`src/rtl/gdb_pkg.sv`:
```
package gdb_pkg;

    // Active levels of one half-bridge: 1 = transistor conducts.
    typedef struct packed {
        logic top;
        logic bot;
    } gate_pair_t;

    function automatic gate_pair_t pair_swap(gate_pair_t p, logic sw);
        gate_pair_t r;
        r.top = sw ? p.bot : p.top;
        r.bot = sw ? p.top : p.bot;
        return r;
    endfunction

    function automatic gate_pair_t pair_select(gate_pair_t gen, logic use_sw,
                                               logic sw_top, logic sw_bot);
        gate_pair_t r;
        r.top = use_sw ? sw_top : gen.top;
        r.bot = use_sw ? sw_bot : gen.bot;
        return r;
    endfunction

    function automatic gate_pair_t pair_polarity(gate_pair_t p, logic inv_top,
                                                 logic inv_bot);
        gate_pair_t r;
        r.top = p.top ^ inv_top;
        r.bot = p.bot ^ inv_bot;
        return r;
    endfunction

endpackage

```
`src/rtl/gdb_pair_timer.sv`:
```
module gdb_pair_timer
    import gdb_pkg::*;
#(
    parameter int unsigned DT_W = 8
) (
    input  logic            clk,
    input  logic            rst,
    input  logic            ref_in,
    input  logic [DT_W-1:0] dead_len,
    output gate_pair_t      gen_out
);

    logic            armed;
    logic            lvl;
    logic [DT_W-1:0] cnt;
    logic            changed;

    assign changed = !armed || (ref_in != lvl);

    always_ff @(posedge clk) begin
        if (rst) begin
            armed <= 1'b0;
            lvl   <= 1'b0;
            cnt   <= '0;
        end else if (changed) begin
            armed <= 1'b1;
            lvl   <= ref_in;
            cnt   <= dead_len;
        end else if (cnt != '0) begin
            cnt   <= cnt - 1'b1;
        end
    end

    assign gen_out.top = armed && (cnt == '0) && lvl;
    assign gen_out.bot = armed && (cnt == '0) && !lvl;

    // reset clears the counter and disarms the pair
    p_reset_clear_r1: assert property (@(posedge clk)
        rst |=> (!armed && cnt == '0));

    // any change, even during a running interval, reloads the counter
    p_reload_r4: assert property (@(posedge clk) disable iff (rst)
        (armed && ref_in != lvl) |=> (cnt == $past(dead_len)));

    // with a steady reference the interval counts down by one per cycle
    p_countdown_r3: assert property (@(posedge clk) disable iff (rst)
        (armed && ref_in == lvl && cnt != '0) |=> (cnt == $past(cnt) - 1'b1));

    // never both transistors on
    p_no_overlap_r6: assert property (@(posedge clk) disable iff (rst)
        !(gen_out.top && gen_out.bot));

endmodule

```
`src/rtl/gdb_out_stage.sv`:
```
module gdb_out_stage
    import gdb_pkg::*;
(
    input  gate_pair_t gen_in,
    input  logic       swap_en,
    input  logic       ovr_en,
    input  logic       ovr_top,
    input  logic       ovr_bot,
    input  logic       pol_top,
    input  logic       pol_bot,
    output logic       pin_top,
    output logic       pin_bot
);

    gate_pair_t swapped;
    gate_pair_t chosen;
    gate_pair_t driven;

    always_comb begin
        swapped = pair_swap(gen_in, swap_en);
        chosen  = pair_select(swapped, ovr_en, ovr_top, ovr_bot);
        driven  = pair_polarity(chosen, pol_top, pol_bot);
    end

    assign pin_top = driven.top;
    assign pin_bot = driven.bot;

endmodule

```
`src/rtl/gdb_top.sv`:
```
module gdb_top
    import gdb_pkg::*;
#(
    parameter int unsigned PAIRS = 3,
    parameter int unsigned DT_W  = 8
) (
    input  logic                  clk,
    input  logic                  rst,
    input  logic [PAIRS-1:0]      pwm_ref,
    input  logic [PAIRS*DT_W-1:0] dead_len,
    input  logic [PAIRS-1:0]      swap_en,
    input  logic [PAIRS-1:0]      pol_top,
    input  logic [PAIRS-1:0]      pol_bot,
    input  logic [PAIRS-1:0]      ovr_en,
    input  logic [2*PAIRS-1:0]    ovr_val,
    output logic [2*PAIRS-1:0]    gate
);

    localparam int unsigned GATES = 2 * PAIRS;

    gate_pair_t gen [PAIRS];

    for (genvar k = 0; k < PAIRS; k++) begin : g_pair
        gdb_pair_timer #(.DT_W(DT_W)) u_timer (
            .clk      (clk),
            .rst      (rst),
            .ref_in   (pwm_ref[k]),
            .dead_len (dead_len[k*DT_W +: DT_W]),
            .gen_out  (gen[k])
        );

        gdb_out_stage u_out (
            .gen_in  (gen[k]),
            .swap_en (swap_en[k]),
            .ovr_en  (ovr_en[k]),
            .ovr_top (ovr_val[2*k]),
            .ovr_bot (ovr_val[2*k+1]),
            .pol_top (pol_top[k]),
            .pol_bot (pol_bot[k]),
            .pin_top (gate[2*k]),
            .pin_bot (gate[2*k+1])
        );

        // an overridden pair shows the software value through its polarity
        p_override_r8: assert property (@(posedge clk) disable iff (rst)
            ovr_en[k] |-> (gate[2*k]   == (ovr_val[2*k]   ^ pol_top[k]) &&
                           gate[2*k+1] == (ovr_val[2*k+1] ^ pol_bot[k])));

        // during reset an unforced pair rests at its deasserted levels
        p_reset_idle_r1: assert property (@(posedge clk)
            (rst && !ovr_en[k]) |=> (ovr_en[k] || (gate[2*k] == pol_top[k] &&
                                     gate[2*k+1] == pol_bot[k])));
    end

    if (GATES != 2 * PAIRS) begin : g_bad_width
        initial $error("gate width mismatch");
    end

endmodule

```
`config.mk`:
```
export PLATFORM = sky130hd
export DESIGN_NAME = gdb_top
export DESIGN_NICKNAME = d
export VERILOG_FILES = /design/src/rtl/gdb_pkg.sv /design/src/rtl/gdb_pair_timer.sv /design/src/rtl/gdb_out_stage.sv /design/src/rtl/gdb_top.sv
export SDC_FILE = /design/constraint.sdc
export NUM_CORES = 1
export LEC_CHECK = 0
export BUFFER_PORTS_ARGS = -buffer_cell sky130_fd_sc_hd__buf_4
export CORE_MARGIN = 10
export CORE_UTILIZATION = 25
export DETAILED_ROUTE_END_ITERATION = 8
export PLACE_DENSITY = 0.44
export RECOVER_POWER = 100
export SKIP_LAST_GASP = 1
export SLEW_MARGIN = 20
export SYNTH_ARGS = -nofsm -noshare
export SYNTH_HDL_FRONTEND = slang
export SYNTH_HIERARCHICAL = 1
export SYNTH_SLANG_ARGS = --single-unit
```
`constraint.sdc`:
```
create_clock -name clk -period 2.3 [get_ports clk]
set_input_delay 0.345 -clock clk [delete_from_list [all_inputs] [get_ports clk]]
set_output_delay 0.345 -clock clk [all_outputs]
set_load 0.1 [all_outputs]
```
==> flow_metrics.env, run 1 <==
export IMPL_fin_nets=335
export IMPL_reg2reg_slack_ns=0.38
export IMPL_clk_pin_slew_worst_paths_ns=0.06
export IMPL_async_reset_ff_frac=0
export IMPL_report_final_slew_viol_count=0
export IMPL_syn_area_per_cell_um2=8.631
export IMPL_clk_latency_ns=0.27
export IMPL_max_stage_delay_ns=0.56
export IMPL_final_min_clock_period_ns=2.531
export IMPL_die_x_um=104.5
export IMPL_crit_path_end_kind="output pin"
export IMPL_fp_coreArea_mm2=0.006869
export IMPL_arrival_ns=2.19
export IMPL_powerDensity_mw_per_mm2=599.0
export IMPL_ant_nets=0
export IMPL_power_switching_mw=0.5455
export IMPL_clock_fmax_ghz=0.3951
export IMPL_grt_ovfl_total=0
export IMPL_setup_tns_ns=-1.276
export IMPL_dp_slack_ns=-0.07109
export IMPL_crit_required_ns=1.96
export IMPL_synth_nets=260
export IMPL_post_route_period_util=1.101
export IMPL_switching_share=0.3371
export IMPL_cts_buffer_depth=2
export IMPL_synthCells=207
export IMPL_r2r_end="g_pair[1].u_timer/cnt[1]"
export IMPL_multiInputGateArea_mm2=0.001269
export IMPL_p_int_mw=1.073
export IMPL_worst_path_max_delay_cell="or4_4"
export IMPL_finalWorstSetupSlack_ns=-0.2313
export IMPL_fill_cells=712
export IMPL_yosysWarnings=6
export IMPL_drv_cap=0
export IMPL_crit_start="g_pair[1].u_timer/cnt[6]"
export IMPL_reg2reg_from="g_pair[1].u_timer/cnt[6]"
export IMPL_synth_cell_types=32
export IMPL_rows=30
export IMPL_ir_worst_vdd_mv=0.3243
export IMPL_yosysSeqAreaShare=0.3361
export IMPL_ios=53
export IMPL_hpwl_um=3869
export IMPL_wl_per_cell_um=12.81
export IMPL_status="finished with violations"
export IMPL_slew_headroom=0.3235
export IMPL_start_util=0.2601
export IMPL_crit_type="reg -> out"
export IMPL_tritoncts="built"
export IMPL_portBuffers=52
export IMPL_synth_main_ff_cell="dfxtp_1"
export IMPL_syn_area_mm2=0.001787
export IMPL_wirelength_um=4844
export IMPL_reg2regPathDepth=5
export IMPL_worst_pin_slew_ns=1.015
export IMPL_track_usage=0.08962
export IMPL_p_leak_nw=1.127
export IMPL_vias=1710
export IMPL_diodes=0
export IMPL_place_congestion=0.7546
export IMPL_seqCellArea_um2=601.8
export IMPL_cts_made_buffers=5
export IMPL_cts_root_buf="clkbuf_8"
export IMPL_cts_num_sinks=30
export IMPL_crit_path_max_fanout=3
export IMPL_drive_above_1_share=0.3582
export IMPL_htreeDepth=2
export IMPL_crit_end="gate[2]"
export IMPL_combPwrFrac=0.386
export IMPL_floorplan_die_area_mm2=0.01093
export IMPL_rsz0062_at_grt="yes"
export IMPL_drtIter0Drc=33
export IMPL_dr_pass1_iters=4
export IMPL_drc_errors=0
export IMPL_synth_edf_count=0
export IMPL_violations="negative setup slack"
export IMPL_crit_chain="or4_4, nor3_4, and3_1, mux2i_1, o21ai_2, xor2_4, buf_12"
export IMPL_area_growth_pct=51.19
export IMPL_hold_depth=3
export IMPL_hold_ws_ns=0.2912
export IMPL_clkPwrFrac=0.242
export IMPL_skew_ns=0.003008
export IMPL_min_from="dead_len[16]"
export IMPL_hp_class="in -> reg"
export IMPL_antenna_found_initial=0
export IMPL_hold_viol=0
export IMPL_die_h_um=104.5
export IMPL_ys_seq_elements=30
export IMPL_routed_via_density=4.524
export IMPL_startpoint_type="flop"
export IMPL_hold_buffers=0
export IMPL_grt_start_max_net_pins=22
export IMPL_p_seq_frac=0.372
export IMPL_grt_first_pass_wirelength_um=8259
export IMPL_setup_violations_final=6
export IMPL_grt_pass1_vias=1758
[stage by stage]
stage	power (mW)	cell area (um^2)	util	instances
floorplan	1.008	1929	-	207
global placement	1.216	2564	0.3732	370
detailed placement	1.216	2564	0.3732	370
CTS	1.663	2726	0.3969	378
global route	1.728	2701	0.3933	378
finish	1.618	2701	0.3933	378
[registers in the layout, summed over array words and instances (netlist names)]
name,count
g_pair.u_timer/armed,3
g_pair.u_timer/cnt,24
g_pair.u_timer/lvl,3
[what timing repair did]
action | CTS | global route
gates resized for setup | 20 | 2
buffers inserted | 1 | 0
cloned | 0 | 0
endpoints found under the setup margin | 6 | 6
pin swaps | 7 | 2
[worst min-delay path by stage]
stage,to,slack [ns]
2_1_floorplan,g_pair[0].u_timer/cnt[2],0.41
3_3_place_gp,g_pair[1].u_timer/cnt[7],0.55
3_5_place_dp,g_pair[2].u_timer/cnt[7],0.55
4_1_cts,g_pair[0].u_timer/cnt[0],0.29
5_1_grt,g_pair[0].u_timer/cnt[0],0.29
6_report,g_pair[2].u_timer/cnt[0],0.29
[cells by family after synthesis]
family / count (synthesis) / share of synthesized area
xor gates and xnor gates: 21 / 0.1029
and+or+nand+nor: 87 / 0.2857
adders and majority gates: 6 / 0.04202
AOI/OAI and AO/OA: 45 / 0.1744
DFF: 30 / 0.3361
buffers and inverters: 12 / 0.02521
muxes: 6 / 0.03361
[power groups by stage]
stage	clock network, mW	registers, mW	logic, mW
after detailed placement	0	0.612	0.603
after CTS	0.415	0.602	0.646
after global routing	0.435	0.608	0.685
after floorplan	0	0.612	0.396
after global placement	0	0.612	0.604
final	0.392	0.602	0.625
[cells in the mapped netlist, types with 6 or more instances]
master    number  area [um^2]
nand3_1        9        45.04
ha_1           6        75.07
inv_1          6        22.52
xor2_1         9        78.83
nor2_1         6        22.52
mux2i_1        6        60.06
o21ai_0       15        75.07
a31oi_1        9        56.30
xnor2_1       12        105.1
o32ai_1        6        52.55
or3_1          6        37.54
nand2_1       27        101.4
dfxtp_1       30        600.6
nand2b_1       6        37.54
[placed cells by master, fill, tap and decap left out, types with 5 or more instances in the layout]
master / n
o21ai_2: 6
inv_1: 9
nand3_1: 9
o32ai_1: 6
buf_4: 62
nand2_1: 27
buf_12: 6
dfxtp_1: 29
a31oi_1: 9
xor2_4: 6
clkbuf_8: 5
o21ai_0: 15
or3_1: 7
nand2b_1: 6
xnor2_1: 12
mux2i_1: 6
ha_1: 6
[cell type report]
type                            count  share of cell area
Clock buffer                        7             0.02825
Tap cell                           96             0.04446
Multi-Input combinational cell    165              0.4697
Sequential cell                    30              0.2228
Timing Repair Buffer               71              0.2223
Inverter                            9             0.01251
[per-layer routing]
metal | vias up | GRT usage | share of wire
met4 | 0 | 0.02684 | 0.0043
met5 | - | 0 | 0
met2 | 41 | 0.1321 | 0.45
met3 | 2 | 0.03071 | 0.057
met1 | 772 | 0.1199 | 0.49
li1 | 895 | - | -
[worst max-delay path, delay by kind of cell (launching register included)]
family                 cells  cell delay, ns
flip-flops                 1            0.32
AO/OA/AOI/OAI              1            0.23
multiplexers               1            0.08
buffers and inverters      1            0.19
AND/OR/NAND/NOR            3            0.91
XOR/XNOR                   1            0.19
Power figures use the tool's default switching activity.
==> inputs of run 2 (changes only) <==
- CTS_BUF_LIST: default -> sky130_fd_sc_hd__clkbuf_4
==> flow_metrics.env, run 2 (same netlist as run 1, synthesis figures left out) <==
export IMPL_status="finished with violations"
export IMPL_violations="negative setup slack"
export IMPL_vias=1719
export IMPL_setup_tns_ns=-1.563
export IMPL_drtIter0Drc=32
export IMPL_track_usage=0.08987
export IMPL_p_leak_nw=1.119
export IMPL_hold_viol=0
export IMPL_drc_errors=0
export IMPL_cts_buffer_depth=2
export IMPL_powerDensity_mw_per_mm2=574.9
export IMPL_crit_path_end_kind="output pin"
export IMPL_start_util=0.2601
export IMPL_top_register="g_pair.u_timer/cnt"
export IMPL_drive_above_1_share=0.3582
export IMPL_final_min_clock_period_ns=2.578
export IMPL_worst_pin_slew_ns=1.009
export IMPL_ant_nets=0
export IMPL_area_growth_pct=49.51
export IMPL_floorplan_die_area_mm2=0.01093
export IMPL_cts_made_buffers=5
export IMPL_report_final_slew_viol_count=0
export IMPL_crit_start="g_pair[1].u_timer/cnt[6]"
export IMPL_hpwl_um=3869
export IMPL_clock_fmax_ghz=0.3879
export IMPL_wirelength_um=4827
export IMPL_drv_cap=0
export IMPL_routed_via_density=4.548
export IMPL_wl_per_cell_um=12.77
export IMPL_slew_headroom=0.3271
export IMPL_grt_first_pass_wirelength_um=8259
export IMPL_cts_num_sinks=30
export IMPL_rsz0062_at_grt="yes"
export IMPL_die_h_um=104.5
export IMPL_antenna_found_initial=0
export IMPL_ir_worst_vdd_mv=0.2789
export IMPL_startpoint_type="flop"
export IMPL_multiInputGateArea_mm2=0.001264
export IMPL_largest_reg_flops=24
export IMPL_grt_start_max_net_pins=22
export IMPL_dp_slack_ns=-0.07109
export IMPL_skew_ns=0.007797
export IMPL_portBuffers=52
export IMPL_crit_required_ns=1.96
export IMPL_fill_cells=714
export IMPL_arrival_ns=2.23
export IMPL_min_from="dead_len[16]"
export IMPL_grt_pass1_vias=1769
export IMPL_seqCellArea_um2=600.6
export IMPL_place_congestion=0.7546
export IMPL_crit_type="reg -> out"
export IMPL_grt_ovfl_total=0
export IMPL_final_common_cell="buf_4"
export IMPL_rows=30
export IMPL_clk_pin_slew_worst_paths_ns=0.09
export IMPL_utilization=0.3889
export IMPL_tritoncts="built"
export IMPL_hp_class="in -> reg"
export IMPL_power_mw=1.536
export IMPL_die_x_um=104.5
export IMPL_diodes=0
export IMPL_setup_violations_final=6
export IMPL_reg2reg_from="g_pair[2].u_timer/cnt[6]"
export IMPL_post_route_period_util=1.121
export IMPL_fp_coreArea_mm2=0.006869
export IMPL_htreeDepth=2
export IMPL_clk_latency_ns=0.31
export IMPL_fin_nets=335
export IMPL_hold_buffers=0
export IMPL_crit_path_max_fanout=3
export IMPL_largestRegisters="g_pair.u_timer/cnt x24, g_pair.u_timer/armed x3, g_pair.u_timer/lvl x3"
export IMPL_ios=53
export IMPL_dr_pass1_iters=4
export IMPL_layout_cells_most_common_list="buf_4, dfxtp_1, nand2_1"
export IMPL_finalWorstSetupSlack_ns=-0.2778
export IMPL_cts_root_buf="clkbuf_4"
-- run 2: cell counts in the layout (fill, tap and decap cells not counted) --
No cell type changed its count.
-- run 2: layout make-up --
class,count,area share
Multi-Input combinational cell,165,0.4731
Sequential cell,30,0.2248
Timing Repair Buffer,71,0.2248
Tap cell,96,0.04496
Clock buffer,7,0.01967
Inverter,9,0.01265
-- run 2: per-layer routing --
layer | vias up | global-route usage | part of all wire
met5 | - | 0 | 0
met4 | 0 | 0.02684 | 0.0073
met3 | 4 | 0.03133 | 0.067
met2 | 43 | 0.1338 | 0.45
met1 | 777 | 0.1188 | 0.48
li1 | 895 | - | -
-- run 2: where the power goes --
part | internal, mW | total, mW | switching [mW]
Clock | 0.139 | 0.313 | 0.174
Sequential | 0.567 | 0.600 | 0.0336
Combinational | 0.295 | 0.622 | 0.327
-- run 2: final timing paths --
check / endpoint / slack [ns] / cells past startpoint
hold reg to reg: g_pair[0].u_timer/cnt[1] / 0.54 / 2
setup / recovery: gate[2] / -0.28 / 7
hold / removal: g_pair[2].u_timer/cnt[0] / 0.25 / 3
setup reg to reg: g_pair[2].u_timer/cnt[1] / 0.36 / 5
-- run 2: critical path: stages, from the launching register on --
cell and delay, ns:
dfxtp_1 0.33, or4_4 0.56, nor3_4 0.15, and3_1 0.20, mux2i_1 0.08, o21ai_2 0.23, xor2_4 0.19, buf_12 0.19
-- run 2: through the flow --
step | cells | instance area, um^2 | hold slack, ns
6_report | 378 | 2671 | 0.2493
5_1_grt | 378 | 2671 | 0.2314
4_1_cts | 378 | 2703 | 0.2298
3_5_place_dp | 370 | 2564 | 0.5454
3_3_place_gp | 370 | 2564 | 0.5505
2_1_floorplan | 207 | 1929 | 0.4141
-- run 2: timing repair --
action	in CTS	in global routing
pin swaps	7	2
hold endpoints to repair	0	0
cloned	0	0
resized for setup	20	2
setup buffers	1	0
setup endpoints to repair	6	6
